===== src/rtl/adc_cal_seq.sv =====
module adc_cal_seq #(
  parameter int SAMPLE_W   = 14,
  parameter int BUS_W      = 16,
  parameter int LATENCY    = 10,
  parameter int CAL_CYCLES = 70_000_000,
  parameter int ADDR_W     = 8,
  parameter int DATA_W     = 8,
  parameter logic [ADDR_W-1:0] STATUS_ADDR = 8'hB6,
  parameter logic [BUS_W-1:0]  MARKER      = 16'hCCCC
) (
  input  logic                clk,
  input  logic                ext_rst_n,
  input  logic                avdd_ok,
  input  logic                dvdd_ok,
  input  logic [SAMPLE_W-1:0] sample_in,
  input  logic                rd_en,
  input  logic [ADDR_W-1:0]   rd_addr,
  output logic [DATA_W-1:0]   rd_data,
  output logic                rd_ignored,
  output logic [BUS_W-1:0]    data_out,
  output logic                clk_out
);
  localparam int CNT_W = $clog2(CAL_CYCLES + 1);
  localparam int PAD_W = BUS_W - SAMPLE_W;

  logic             rst_raw_n;
  logic [1:0]       rst_sync;
  logic             rst_n_s;
  logic             rst_d;
  logic             cal_done;
  logic             clk_en;
  logic [CNT_W-1:0] cal_cnt;
  logic [SAMPLE_W-1:0] pipe [LATENCY];

  assign rst_raw_n = ext_rst_n & avdd_ok & dvdd_ok;
  assign rst_n_s   = rst_sync[1];

  always_ff @(posedge clk or negedge rst_raw_n) begin
    if (!rst_raw_n) begin
      rst_sync <= '0;
      rst_d    <= 1'b0;
      clk_en   <= 1'b0;
      cal_cnt  <= '0;
      cal_done <= 1'b0;
    end else begin
      rst_sync <= {rst_sync[0], 1'b1};
      rst_d    <= rst_n_s;
      clk_en   <= 1'b1;
      if (rst_d && !cal_done) begin
        if (cal_cnt == CNT_W'(CAL_CYCLES - 1)) cal_done <= 1'b1;
        else                                   cal_cnt  <= cal_cnt + 1'b1;
      end
    end
  end

  assign clk_out = clk & clk_en;

  always_ff @(posedge clk) begin
    pipe[0] <= sample_in;
    for (int i = 1; i < LATENCY; i++) pipe[i] <= pipe[i-1];
  end

  assign data_out = cal_done ? {pipe[LATENCY-1], {PAD_W{1'b0}}} : MARKER;

  always_ff @(posedge clk) begin
    rd_ignored <= 1'b0;
    rd_data    <= '0;
    if (rd_en) begin
      if (!rst_n_s)                    rd_ignored <= 1'b1;
      else if (rd_addr == STATUS_ADDR) rd_data    <= DATA_W'(cal_done);
    end
  end
endmodule



===== config.mk =====
export PLATFORM = sky130hd
export DESIGN_NAME = adc_cal_seq
export DESIGN_NICKNAME = d
export VERILOG_FILES = /design/src/rtl/adc_cal_seq.sv
export SDC_FILE = /design/constraint.sdc
export NUM_CORES = 1
export LEC_CHECK = 0
export ABC_AREA = 0
export ABC_CLOCK_PERIOD_IN_PS = 2500
export BUFFER_PORTS_ARGS = -buffer_cell sky130_fd_sc_hd__buf_2
export CAP_MARGIN = 10
export CORE_MARGIN = 3
export CORE_UTILIZATION = 30
export DETAILED_ROUTE_END_ITERATION = 7
export PLACE_DENSITY = 0.52
export SYNTH_ARGS = -nofsm -noshare
export SYNTH_HDL_FRONTEND = slang
export SYNTH_SLANG_ARGS = --single-unit

===== constraint.sdc =====
create_clock -name clk -period 2.5 [get_ports clk]
set_input_delay 0.25 -clock clk [delete_from_list [all_inputs] [get_ports clk]]
set_output_delay 0.25 -clock clk [all_outputs]
set_load 0.01 [all_outputs]

# After elaboration in Yosys (flattened, before gate mapping)

Memory sizes are Yosys's and may differ from the RTL's.
Cells that the tools add are included.

Bits in read-only memories: 0
Memory bits (writable): 140
Output and inout port bits: 26
Latch bits: 0
Register bits: 41
Word-level logic and storage cells: 24
Memories: 1
Bits of input ports: 27

Equality and inequality tests: 2
$lt $le $gt $ge: 0
Multiplexer cells: 2
Bitwise operators: 4
Add/sub/neg operators: 1
Shift operators: 0
Multipliers: 0
Div/mod/pow operators: 0
Reduce and logical (&&, ||, !) cells: 6

Memories:

| name | words | bits a word | read ports | clocked after Yosys merged registers in | wr ports | RTL line | source |
|---|---|---|---|---|---|---|---|
| pipe | 10    | 14          | 10         | 0                                       | 10       | 33       | `logic [SAMPLE_W-1:0] pipe [LATENCY];` |

Operator list:

| kind                                          | number |
|---|---|
| adder 27 x 1 -> 27 bit, second input constant | 1 |
| equality test 27 bit, second input constant   | 1 |
| two-way mux 16 bit                            | 1 |
| equality test 8 bit, second input constant    | 1 |
| AND reduction 2 bit                           | 3 |
| AND 1 bit                                     | 3 |
| AND reduction 3 bit                           | 1 |
| logical AND 1 bit                             | 1 |
| logical NOT 1 bit                             | 1 |
| two-way mux 1 bit                             | 1 |
| inverter 1 bit                                | 1 |

# Depth between registers and ports, before layout

Depth after elaboration: 3
Mapped depth: 8

==> summary by stage <==
GRT
The initial antenna violation count was 0. The met2 global-route usage is 0.122. The first global-routing pass estimated 9.80 mm of wire. Entering global routing, the biggest net connects 32 pins. The global route total overflow is 0.

The number of global-route vias before repair is 2317. The total routing usage reported by global routing is 0.0782. For met1 alone, demand over resource in global routing was 0.0761.

In the global route stage, met3 resource usage came out at 0.0394. The layer with the highest usage is met2.

Layout
The area growth from synthesis to layout is 27.5%. With fillers left out, the area of the finished cells amounts to 0.00573 mm^2. Counting the fill cells in the layout gives 1325. The final core utilization is 0.392.

In the final layout, the share of cells above drive strength 1 is 0.219. The final net count is 413. The number of antenna diodes in the final layout is 0. The final cell count without fillers is 581.

Worst setup path
The start-to-end type of the worst setup path is register to register. In this run the worst path has a maximum fanout of 18. The endpoint kind of the worst setup timing path is a register. At the worst endpoint, the required time is 2910 ps. STA classifies the critical path startpoint as a register.

STA puts the critical path data arrival time at 2470 ps.

Synthesis
The post-synthesis cell count is 304. Among all cell types in the netlist, the one instantiated most often is sky130_fd_sc_hd__dfxtp_1. The fraction of the yosys area taken by sequential cells is 0.806. By area the synthesized netlist is led by sky130_fd_sc_hd__dfxtp_1 63%, sky130_fd_sc_hd__dfrtp_1 17%, sky130_fd_sc_hd__xnor2_1 4.3%.

Among all flip-flop cells after synthesis, the most frequent one is sky130_fd_sc_hd__dfxtp_1. Of the post-synthesis cell area, the dominant cell type holds 0.633. The library cell with the largest summed area after synthesis is sky130_fd_sc_hd__dfxtp_1.

Counting flops and latches in the post-synthesis netlist gives 173. Counting distinct cell types in the post-synthesis netlist gives 34. The Yosys step of the flow raised 0 warnings. In the synthesized netlist, the cells that appear most often are 142 x sky130_fd_sc_hd__dfxtp_1, 31 x sky130_fd_sc_hd__dfrtp_1, 22 x sky130_fd_sc_hd__xnor2_1. The fraction of registers with async set or reset after synthesis is 0.179. The mean instance size in the synthesized netlist is 14.8 um^2. The count of flip-flops with a built-in enable after synthesis is 0. After synthesis the cells add up to 0.00449 mm^2.

STA
The worst clock skew on the final layout is 6.50 ps. Setup repair after global routing left no endpoint under its margin. The number of setup violations in the final report is 0.

The sum of negative setup slack is 0 ps. The tightest slew margin relative to the limit is 0.549. For the pin with the worst max-slew slack, the measured transition is 677 ps. The worst path in the final design needs a cycle of 2070 ps, including I/O delays and setup. Timing would allow up to 0.484 GHz.

The post-route fraction of the period consumed by the critical path is 0.826. The total count of hold-check failures in the final report came to 0. The final count of pins violating max slew is 0.

Detailed routing
The remaining antenna violation count after routing is 0. After detailed routing, the number of remaining DRC violations is 0. For this run, the detailed router's first-pass iteration total came to 4. Dividing the detail-routed wire length by the instance count gives 9.69 um. Dividing the detail-routed via count by the number of cells gives 3.96.

Wires add up to 5.63 mm. The DRC marker count from the first detailed-route iteration is 69. The total number of vias is 2298.

Clocking
The worst-skew pair later-pin latency is 520 ps. The TritonCTS clock tree is yes. The clock-pin slew on the worst setup and hold paths is 60 ps.

Pwr
For this design the ratio of total power to cell area is 1030 mW/mm^2. The post-route total power is 0.00591 W. The highest ir drop seen on vdd is 0.000582 V. For this design the static power due to leakage is 2.45 nW.

Floorplan
The floorplan step defined a core boundary enclosing 0.0146 mm^2. The horizontal die dimension is 128 um. The initial cell density of the core is 0.308. The floorplan has 44 rows. The floorplan step defined a die boundary enclosing 0.0165 mm^2. The die height is 128 um. The boundary pin count is 53.

Placed design
Counting tap cells, the placed design contains a total of 528 instances. The placement-stage cell area is 0.00489 mm^2. The final RePlAce weighted congestion is 0.802.

The wire-length estimate of the detail-placed layout is 3.46 mm. The port buffer count is 43.

Outcome
The run finished with clean final reports.

Run
The number of maximum-capacitance violations is 0.

Worst hold path
The type of the tightest min-delay check is register to register.
## power by group
| part | internal (W) | leakage [nW] | total, W | switching, W |
|---|---|---|---|---|
| clock | 0.00167 | 0.324 | 0.00271 | 0.00104 |
| sequential | 0.00294 | 1.61 | 0.00303 | 0.0000871 |
| combinational | 0.0000948 | 0.508 | 0.000172 | 0.0000774 |
| total | 0.00470 | 2.45 | 0.00591 | 0.00120 |
## worst max-delay path, cell delays in order, from the launching register on
cell	delay, ps
sky130_fd_sc_hd__dfrtp_1	410
sky130_fd_sc_hd__ha_1	270
sky130_fd_sc_hd__nand4_1	120
sky130_fd_sc_hd__or2_0	160
sky130_fd_sc_hd__o31a_1	580
sky130_fd_sc_hd__mux2_2	400
## layout by cell type (no fill, tap or decap), drive strengths merged, types with 9 or more instances in the layout
| cell | Yosys | layout |
|---|---|---|
| dlygate4sd3 | 0 | 19 |
| inv | 4 | 9 |
| dfrtp | 31 | 31 |
| conb | 2 | 10 |
| clkbuf | 2 | 23 |
| nand3 | 13 | 13 |
| nand2 | 12 | 12 |
| buf | 11 | 45 |
| dfxtp | 142 | 142 |
| nand4 | 12 | 12 |
| xnor2 | 22 | 22 |
| nand2b | 9 | 9 |
## stage by stage
step	hold slack (ps)	setup WS [ps]
2_1_floorplan	278	788
3_3_place_gp	310	488
3_5_place_dp	312	453
4_1_cts	322	443
5_1_grt	326	263
6_report	320	434
## state kept, by name, indices dropped and copies added (netlist names)
name and count:
rd_data 1, cal_done 1, rst_sync 2, rst_d 1
pipe 140, rd_ignored 1, cal_cnt 27
## what timing repair did
item                       in CTS  in global routing
hold buffers                   19                  0
buffers inserted                0                  0
gates resized for setup         0                  0
setup endpoints to repair       0                  0
hold endpoints to repair       47                  0
## logic make-up after synthesis
group / synth area share
compound gates: 0.00390
xor+xnor: 0.0507
fa+ha+maj: 0.00279
buf+inv: 0.0237
flops: 0.806
mux: 0.00251
other cells: 0.00167
simple gates: 0.109
## layout make-up
cell class	count	area, um^2	area share
clock inverters	11	105	0.0184
repair buffers	63	415	0.0726
clock buffers	24	547	0.0955
multi-input cells	122	795	0.139
well taps	184	230	0.0402
inverters	4	15.0	0.00262
flip-flops and latches	173	3620	0.632
## worst paths after layout
path	startpoint	to	slack [ps]	depth (start not counted)
max	cal_cnt[0]	cal_cnt[1]	430	5
min	pipe[8][10]	pipe[9][10]	320	0
max reg2reg	cal_cnt[0]	cal_cnt[1]	430	5
min reg2reg	pipe[8][10]	pipe[9][10]	320	0
max in group asynchronous	avdd_ok	cal_cnt[4]	1260	5
min in group asynchronous	ext_rst_n	cal_cnt[16]	420	4
## layer usage
metal / share of wire / wire [um]
met2: 0.49 / 2780
met5: 0 / 0
met4: 0.043 / 242
met3: 0.056 / 315
met1: 0.41 / 2290
No activity file was read; power rests on OpenSTA's default activity.
